--- src/rtl/bpm_pkg.sv ---
package bpm_pkg;

  localparam int SIG_W = 8;
  localparam int ST_W  = 3;

  typedef struct packed {
    logic [ST_W-1:0]  srcState;
    logic [SIG_W-1:0] inRise;
    logic [SIG_W-1:0] inFall;
    logic [ST_W-1:0]  dstState;
    logic [SIG_W-1:0] outRise;
    logic [SIG_W-1:0] outFall;
  } arc_t;

  typedef enum logic [2:0] {
    ERR_NONE      = 3'd0,
    ERR_IN_STRAY  = 3'd1,
    ERR_OUT_STRAY = 3'd2,
    ERR_IN_EARLY  = 3'd3,
    ERR_SPEC      = 3'd4
  } err_e;

  typedef enum logic {
    PH_COLLECT = 1'b0,
    PH_DRAIN   = 1'b1
  } phase_e;

  // strobes from control to datapath
  typedef struct packed {
    logic takeArc;
    logic trackEdges;
    logic updatePend;
  } dp_ctl_t;

  function automatic arc_t mkArc(input logic [ST_W-1:0] src,
                                 input logic [SIG_W-1:0] rr,
                                 input logic [SIG_W-1:0] ff,
                                 input logic [ST_W-1:0] dst,
                                 input logic [SIG_W-1:0] orr,
                                 input logic [SIG_W-1:0] off);
    arc_t a;
    a.srcState = src;
    a.inRise   = rr;
    a.inFall   = ff;
    a.dstState = dst;
    a.outRise  = orr;
    a.outFall  = off;
    return a;
  endfunction

  localparam int DEFAULT_NUM_ARC = 6;

  // index 0 is the rightmost element
  localparam arc_t [DEFAULT_NUM_ARC-1:0] DEFAULT_ARCS = {
    mkArc(3'd3, 8'h00, 8'h0B, 3'd0, 8'h00, 8'h01),
    mkArc(3'd1, 8'h08, 8'h00, 3'd3, 8'h00, 8'h00),
    mkArc(3'd2, 8'h00, 8'h04, 3'd0, 8'h00, 8'h06),
    mkArc(3'd0, 8'h04, 8'h00, 3'd2, 8'h06, 8'h00),
    mkArc(3'd1, 8'h00, 8'h03, 3'd0, 8'h00, 8'h01),
    mkArc(3'd0, 8'h03, 8'h00, 3'd1, 8'h01, 8'h00)
  };

endpackage

--- src/rtl/bpm_datapath.sv ---
module bpm_datapath
  import bpm_pkg::*;
#(
  parameter int                  NUM_ARC = DEFAULT_NUM_ARC,
  parameter arc_t [NUM_ARC-1:0]  ARCS    = DEFAULT_ARCS,
  parameter int                  ARC_W   = $clog2(NUM_ARC + 1)
) (
  input  logic             clk,
  input  logic             rst,
  input  logic [SIG_W-1:0] ctlIn,
  input  logic [SIG_W-1:0] ctlOut,
  input  logic [ST_W-1:0]  curState,
  input  dp_ctl_t          ctl,
  output logic             specBad,
  output logic             strayIn,
  output logic             strayOut,
  output logic             anyInEdge,
  output logic             arcHit,
  output logic [ARC_W-1:0] hitIdx,
  output logic [ST_W-1:0]  hitDst,
  output logic             hitHasOut,
  output logic             pendClears
);

  // table screening: empty burst, conflicting edges, or a burst contained in another
  function automatic logic tableBad(input arc_t [NUM_ARC-1:0] t);
    logic bad;
    bad = 1'b0;
    for (int a = 0; a < NUM_ARC; a++) begin
      if ((t[a].inRise | t[a].inFall) == '0) bad = 1'b1;
      if ((t[a].inRise & t[a].inFall) != '0) bad = 1'b1;
      for (int b = 0; b < NUM_ARC; b++) begin
        if (a != b && t[a].srcState == t[b].srcState &&
            (t[a].inRise & ~t[b].inRise) == '0 &&
            (t[a].inFall & ~t[b].inFall) == '0)
          bad = 1'b1;
      end
    end
    return bad;
  endfunction

  localparam logic SPEC_BAD = tableBad(ARCS);

  logic [SIG_W-1:0] prevIn;
  logic [SIG_W-1:0] prevOut;
  logic [SIG_W-1:0] burstBase;
  logic [SIG_W-1:0] pendRise;
  logic [SIG_W-1:0] pendFall;

  logic [SIG_W-1:0] inDelta;
  logic [SIG_W-1:0] outDelta;
  logic [SIG_W-1:0] riseSeen;
  logic [SIG_W-1:0] fallSeen;
  logic [SIG_W-1:0] allowAll;
  logic [SIG_W-1:0] selOutRise;
  logic [SIG_W-1:0] selOutFall;
  logic [SIG_W-1:0] arcAllow [NUM_ARC];
  logic [NUM_ARC-1:0] arcDone;

  assign inDelta  = ctlIn ^ prevIn;
  assign outDelta = ctlOut ^ prevOut;

  // per-arc evaluation against the input values at burst start
  for (genvar g = 0; g < NUM_ARC; g++) begin : g_arc
    localparam arc_t A = ARCS[g];
    logic srcMatch;
    logic [SIG_W-1:0] burstMask;
    assign burstMask   = A.inRise | A.inFall;
    assign srcMatch    = (curState == A.srcState);
    assign arcAllow[g] = srcMatch ? ((A.inRise & ~burstBase) | (A.inFall & burstBase))
                                  : '0;
    assign arcDone[g]  = srcMatch &&
                         (ctlIn == (burstBase ^ burstMask)) &&
                         ((A.inRise & burstBase) == '0) &&
                         ((A.inFall & ~burstBase) == '0);
  end

  always_comb begin
    allowAll = '0;
    for (int k = 0; k < NUM_ARC; k++) allowAll = allowAll | arcAllow[k];
  end

  // lowest completed arc wins; a valid table never completes two at once
  always_comb begin
    arcHit     = 1'b0;
    hitIdx     = '0;
    hitDst     = '0;
    selOutRise = '0;
    selOutFall = '0;
    for (int k = NUM_ARC - 1; k >= 0; k--) begin
      if (arcDone[k]) begin
        arcHit     = 1'b1;
        hitIdx     = ARC_W'(k);
        hitDst     = ARCS[k].dstState;
        selOutRise = ARCS[k].outRise;
        selOutFall = ARCS[k].outFall;
      end
    end
  end

  assign hitHasOut = |(selOutRise | selOutFall);

  // an input edge is stray if it reverts or is not allowed in its direction
  assign strayIn   = |(inDelta & ((prevIn ^ burstBase) | ~allowAll));
  assign anyInEdge = |inDelta;

  assign riseSeen   = outDelta & ctlOut & pendRise;
  assign fallSeen   = outDelta & ~ctlOut & pendFall;
  assign strayOut   = |(outDelta & ~(riseSeen | fallSeen));
  assign pendClears = ((pendRise & ~riseSeen) | (pendFall & ~fallSeen)) == '0;
  assign specBad    = SPEC_BAD;

  always_ff @(posedge clk) begin
    if (rst) begin
      prevIn    <= '0;
      prevOut   <= '0;
      burstBase <= '0;
      pendRise  <= '0;
      pendFall  <= '0;
    end else begin
      if (ctl.trackEdges) begin
        prevIn  <= ctlIn;
        prevOut <= ctlOut;
      end
      if (ctl.takeArc) begin
        burstBase <= ctlIn;
        pendRise  <= selOutRise;
        pendFall  <= selOutFall;
      end else if (ctl.updatePend) begin
        pendRise <= pendRise & ~riseSeen;
        pendFall <= pendFall & ~fallSeen;
      end
    end
  end

endmodule

--- src/rtl/bpm_control.sv ---
module bpm_control
  import bpm_pkg::*;
#(
  parameter int              NUM_ARC    = DEFAULT_NUM_ARC,
  parameter int              ARC_W      = $clog2(NUM_ARC + 1),
  parameter int              CYC_W      = 16,
  parameter logic [ST_W-1:0] INIT_STATE = '0
) (
  input  logic             clk,
  input  logic             rst,
  input  logic             specBad,
  input  logic             strayIn,
  input  logic             strayOut,
  input  logic             anyInEdge,
  input  logic             arcHit,
  input  logic [ARC_W-1:0] hitIdx,
  input  logic [ST_W-1:0]  hitDst,
  input  logic             hitHasOut,
  input  logic             pendClears,
  output dp_ctl_t          ctl,
  output logic [ST_W-1:0]  curState,
  output logic             pending,
  output logic             errFlag,
  output err_e             errCode,
  output logic [ARC_W-1:0] errArc,
  output logic [CYC_W-1:0] errCycle
);

  localparam logic [ARC_W-1:0] NONE_ARC = ARC_W'(NUM_ARC);

  phase_e           phase;
  logic [ARC_W-1:0] lastArc;
  logic [CYC_W-1:0] cycleCnt;
  logic             live;
  logic             inViol;
  logic             violNow;
  err_e             violCode;

  assign live    = !errFlag;
  assign pending = (phase == PH_DRAIN);

  always_comb begin
    inViol  = (phase == PH_COLLECT) ? strayIn : anyInEdge;
    violNow = specBad | inViol | strayOut;
    if (specBad)
      violCode = ERR_SPEC;
    else if (inViol)
      violCode = (phase == PH_COLLECT) ? ERR_IN_STRAY : ERR_IN_EARLY;
    else
      violCode = ERR_OUT_STRAY;
  end

  always_comb begin
    ctl.trackEdges = live;
    ctl.takeArc    = live && !violNow && (phase == PH_COLLECT) && arcHit;
    ctl.updatePend = live && !violNow && (phase == PH_DRAIN);
  end

  always_ff @(posedge clk) begin
    if (rst) begin
      curState <= INIT_STATE;
      phase    <= PH_COLLECT;
      errFlag  <= 1'b0;
      errCode  <= ERR_NONE;
      errArc   <= NONE_ARC;
      errCycle <= '0;
      lastArc  <= NONE_ARC;
      cycleCnt <= '0;
    end else begin
      if (cycleCnt != '1) cycleCnt <= cycleCnt + 1'b1;
      if (live) begin
        if (violNow) begin
          errFlag  <= 1'b1;
          errCode  <= violCode;
          errArc   <= lastArc;
          errCycle <= cycleCnt;
        end else if (phase == PH_COLLECT && arcHit) begin
          curState <= hitDst;
          lastArc  <= hitIdx;
          phase    <= hitHasOut ? PH_DRAIN : PH_COLLECT;
        end else if (phase == PH_DRAIN && pendClears) begin
          phase <= PH_COLLECT;
        end
      end
    end
  end

endmodule

--- src/rtl/burst_protocol_monitor.sv ---
module burst_protocol_monitor
  import bpm_pkg::*;
#(
  parameter int                 NUM_ARC    = DEFAULT_NUM_ARC,
  parameter arc_t [NUM_ARC-1:0] ARCS       = DEFAULT_ARCS,
  parameter logic [ST_W-1:0]    INIT_STATE = '0,
  parameter int                 CYC_W      = 16,
  localparam int                ARC_W      = $clog2(NUM_ARC + 1)
) (
  input  logic             clk,
  input  logic             rst,
  input  logic [SIG_W-1:0] ctlIn,
  input  logic [SIG_W-1:0] ctlOut,
  output logic             errFlag,
  output logic [2:0]       errCode,
  output logic [ARC_W-1:0] errArc,
  output logic [CYC_W-1:0] errCycle,
  output logic [ST_W-1:0]  specState,
  output logic             specPending
);

  dp_ctl_t          ctl;
  logic             specBad;
  logic             strayIn;
  logic             strayOut;
  logic             anyInEdge;
  logic             arcHit;
  logic [ARC_W-1:0] hitIdx;
  logic [ST_W-1:0]  hitDst;
  logic             hitHasOut;
  logic             pendClears;
  err_e             errCodeE;

  bpm_datapath #(.NUM_ARC(NUM_ARC), .ARCS(ARCS), .ARC_W(ARC_W)) u_datapath (
    .clk(clk), .rst(rst), .ctlIn(ctlIn), .ctlOut(ctlOut), .curState(specState),
    .ctl(ctl), .specBad(specBad), .strayIn(strayIn), .strayOut(strayOut),
    .anyInEdge(anyInEdge), .arcHit(arcHit), .hitIdx(hitIdx), .hitDst(hitDst),
    .hitHasOut(hitHasOut), .pendClears(pendClears)
  );

  bpm_control #(.NUM_ARC(NUM_ARC), .ARC_W(ARC_W), .CYC_W(CYC_W),
                .INIT_STATE(INIT_STATE)) u_control (
    .clk(clk), .rst(rst), .specBad(specBad), .strayIn(strayIn),
    .strayOut(strayOut), .anyInEdge(anyInEdge), .arcHit(arcHit),
    .hitIdx(hitIdx), .hitDst(hitDst), .hitHasOut(hitHasOut),
    .pendClears(pendClears), .ctl(ctl), .curState(specState),
    .pending(specPending), .errFlag(errFlag), .errCode(errCodeE),
    .errArc(errArc), .errCycle(errCycle)
  );

  assign errCode = errCodeE;

endmodule

--- config.mk ---
export PLATFORM = sky130hd
export DESIGN_NAME = burst_protocol_monitor
export DESIGN_NICKNAME = d
export VERILOG_FILES = /design/src/rtl/bpm_pkg.sv /design/src/rtl/bpm_datapath.sv /design/src/rtl/bpm_control.sv /design/src/rtl/burst_protocol_monitor.sv
export SDC_FILE = /design/constraint.sdc
export NUM_CORES = 1
export LEC_CHECK = 0
export ABC_AREA = 0
export BUFFER_PORTS_ARGS = -buffer_cell sky130_fd_sc_hd__buf_2
export CORE_UTILIZATION = 25
export CTS_CLUSTER_DIAMETER = 100
export DETAILED_ROUTE_END_ITERATION = 10
export PLACE_DENSITY = 0.46
export SLEW_MARGIN = 0
export SYNTH_ARGS = -nofsm -noshare
export SYNTH_HDL_FRONTEND = slang
export SYNTH_HIERARCHICAL = 1
export SYNTH_SLANG_ARGS = --single-unit
--- constraint.sdc ---
create_clock -name clk -period 6.4 [get_ports clk]
set_input_delay 0 -clock clk [delete_from_list [all_inputs] [get_ports clk]]
set_output_delay 0 -clock clk [all_outputs]
set_load 0.05 [all_outputs]
==> results.sh <==
export IMPL_track_usage_pct=11.83
export IMPL_max_freq_ghz=0.2561
export IMPL_postSynthRegisterBits=86
export IMPL_cts_clk_slew_worst_paths_ns=0.06
export IMPL_fin_total_pwr_mw=1.305
export IMPL_first_pass_iters=4
export IMPL_layout_common_cells="sky130_fd_sc_hd__dfxtp_1 (86), sky130_fd_sc_hd__nor2_1 (64), sky130_fd_sc_hd__mux2i_1 (51)"
export IMPL_power_leakage_nw=2.088
export IMPL_tightestPinTransition_ns=1.022
export IMPL_cts_tree="built"
export IMPL_grt_start_max_net_pins=84
export IMPL_comb_power_share_pct=7.7
export IMPL_final_period_minus_worst_setup_slack_ns=3.905
export IMPL_setup_worst_path_end_class="flop"
export IMPL_max_cap_violations=0
export IMPL_clock_tree_htree_level_count=3
export IMPL_clk_root_buffer_cell="sky130_fd_sc_hd__clkbuf_16"
export IMPL_powerDensity_nw_per_um2=251.4
export IMPL_run_status="finished clean"
export IMPL_drive_gt1_share_pct=14.67
export IMPL_syn_instance_count=469
export IMPL_routed_via_count=3401
export IMPL_die_height_um=134.1
export IMPL_vdd_ir_drop_worst_v=0.0001334
export IMPL_core_region_area_um2=16820
export IMPL_synthDistinctLibCells=57
export IMPL_synthTopCellsByArea="sky130_fd_sc_hd__dfxtp_1 (39%), sky130_fd_sc_hd__mux2i_1 (12%), sky130_fd_sc_hd__nor2_1 (5.5%)"
export IMPL_dpl_hpwl_mm=7.005
export IMPL_antenna_found_initial=0
export IMPL_rows=47
export IMPL_totalNegativeSetupSlack_ns=0
export IMPL_timing_slew_headroom_pct=31.77
export IMPL_netlist_area_leader_share_pct=39.44
export IMPL_startpoint_type="flop"
export IMPL_drt_total_wl_mm=10.16
export IMPL_top_level_ports=45
export IMPL_switching_share_pct=21.95
export IMPL_n_antenna_cell=0
export IMPL_fin_worst_skew_ns=0.009247
export IMPL_port_buffers=44
export IMPL_drc=0
export IMPL_start_util_pct=25.96
export IMPL_wl_per_cell_um=13.76
export IMPL_pre_cts_slack_ns=2.552
export IMPL_drt_iter0_markers=199
export IMPL_hold_buffers=12
export IMPL_finalHoldViolations=0
export IMPL_final_min_period_over_clock_period_pct=61.02
export IMPL_synth_edf_count=0
export IMPL_critPathMaxFanout=23
export IMPL_syn_avg_cell_area_um2=9.308
export IMPL_chipWidth_um=134.1
export IMPL_synth_sequential_area_ratio_pct=39.44
export IMPL_max_clock_path_buffers=2
export IMPL_asyncSetResetFlopFracSynth_pct=0
export IMPL_leading_cell_type_in_the_layout_fill_and_taps_excluded="sky130_fd_sc_hd__dfxtp_1"
export IMPL_area_growth_syn_to_layout_pct=18.92
export IMPL_clkPwrFrac_pct=49.8
export IMPL_worstPathArrival_ns=4.17
export IMPL_power_report_internal_total_mw=1.019
export IMPL_post_synth_instance_area_um2=4365
export IMPL_number_of_synthesis_warnings=6
export IMPL_setup_repair_after_global_routing_missed_its_margin="no"
export IMPL_grt_first_pass_wirelength_mm=16.91
export IMPL_top_flip_flop_cell_by_instance_count_after_synthesis="sky130_fd_sc_hd__dfxtp_1"
export IMPL_cts_made_buffers=9
export IMPL_cts_repair_timing_setup_buffer_count=0
export IMPL_slew_viol_final=0
export IMPL_place_congestion=0.8053
export IMPL_grt_total_ovfl=0
export IMPL_grt_pass1_vias=3331
export IMPL_power_switching_mw=0.2864
export IMPL_route_antenna_remaining_nets=0
export IMPL_dieArea_um2=17990
export IMPL_finalSetupViolations=0
export IMPL_post_route_worst_setup_slack_ns=2.495
export IMPL_clk_latency_ns=0.34
export IMPL_cts_repair_resize_count=0
export IMPL_netlist_top_cell_by_area="sky130_fd_sc_hd__dfxtp_1"
export IMPL_worst_endpoint_required_ns=6.66
export IMPL_clock_sinks=86
export IMPL_via_per_inst=4.608
export IMPL_final_net_count=548
export IMPL_setup_worst_path_class="flop to flop"
export IMPL_hp_class="input port to flop"
export IMPL_seqPwrFrac_pct=42.5
[cell families after synthesis]
kind of cell	count (synthesis)	share of synthesized area, %
flip-flops	86	39.44
multiplexers	51	11.69
adder cells (fa/ha/maj)	17	4.872
other	1	0.08590
buffers and inverters	67	7.824
AO/OA/AOI/OAI	72	11.64
AND/OR/NAND/NOR	156	20.46
XOR/XNOR	19	3.984
[cell type report]
class | instances | area, um2
Clock inverter | 5 | 128.9
Clock buffer | 11 | 242.7
Sequential cell | 86 | 1722
Timing Repair Buffer | 58 | 355.3
Fill cell | 1781 | 11630
Inverter | 41 | 153.9
Multi-Input combinational cell | 317 | 2313
Tap cell | 220 | 275.3
[metrics by stage]
step           instances  hold slack [ns]  instance area [um2]  utilization [%]
3_3_place_gp         710           0.2657                 4700            27.94
5_1_grt              738          0.06240                 5191            30.87
4_1_cts              738          0.03947                 5191            30.87
2_1_floorplan        470           0.1472                 4369                -
6_report             738          0.04849                 5191            30.87
3_5_place_dp         710           0.2858                 4700            27.94
[state kept, by name, summed over array words and instances (netlist names), 8 cells and up]
name / count
u_control/cycleCnt: 16
u_datapath/burstBase: 8
u_datapath/prevOut: 8
u_control/errCycle: 16
u_datapath/prevIn: 8
u_datapath/pendFall: 8
u_datapath/pendRise: 8
[worst max-delay path: stages (launching register included)]
cell,delay [ns]
sky130_fd_sc_hd__dfxtp_1,0.42
sky130_fd_sc_hd__nor4_1,0.50
sky130_fd_sc_hd__nor3b_1,0.09
sky130_fd_sc_hd__a2111oi_0,0.43
sky130_fd_sc_hd__nand4_1,0.21
sky130_fd_sc_hd__mux2i_1,0.40
sky130_fd_sc_hd__and4_1,0.61
sky130_fd_sc_hd__buf_4,0.38
sky130_fd_sc_hd__or4bb_1,0.41
sky130_fd_sc_hd__nor2_1,0.10
sky130_fd_sc_hd__nand4_1,0.10
sky130_fd_sc_hd__a21oi_1,0.16
[routing by layer]
metal  part of all wire (%)  vias up  global-route usage [%]
li1                       -     1747                       -
met1                     51     1592                   15.89
met2                     43       50                   18.05
met3                    3.7       12                   2.759
met4                    2.0        0                   5.119
met5                      0        -                       0
[cells in the mapped netlist (all sizes together), types with 2 or more instances]
cell type	number
xor2	11
o22ai	5
clkbuf	12
nand3b	8
o21ai	6
ha	17
or3	4
nor2	64
a211o	6
buf	14
nor3b	3
and3	6
xnor2	8
nor2b	5
nand4	11
or4	7
and4	2
o211ai	2
nor4b	2
dfxtp	86
a221oi	12
mux2i	51
inv	41
nor4	9
nand2	15
a21oi	20
nand3	8
a2111oi	7
o31ai	4
a31oi	6
or4bb	2
nor3	4
[power by group through the flow]
stage / Clock, mW / Sequential (mW) / Combinational, mW
global route: 0.688 / 0.556 / 0.112
global placement: 0 / 0.566 / 0.0939
floorplan: 0 / 0.574 / 0.0641
CTS: 0.669 / 0.555 / 0.102
detailed placement: 0 / 0.567 / 0.0952
finish: 0.650 / 0.555 / 0.100
[path summary, 6_finish.rpt]
path | slack, ns | start | endpoint | cells past startpoint
setup / recovery | 2.49 | u_control/curState[1] | u_datapath/pendFall[0] | 11
setup reg to reg | 2.49 | u_control/curState[1] | u_datapath/pendFall[0] | 11
hold / removal | 0.05 | ctlIn[2] | u_datapath/prevIn[2] | 3
hold reg to reg | 0.47 | u_control/lastArc[2] | u_control/errArc[2] | 1
(Power assumes the default switching activity.)
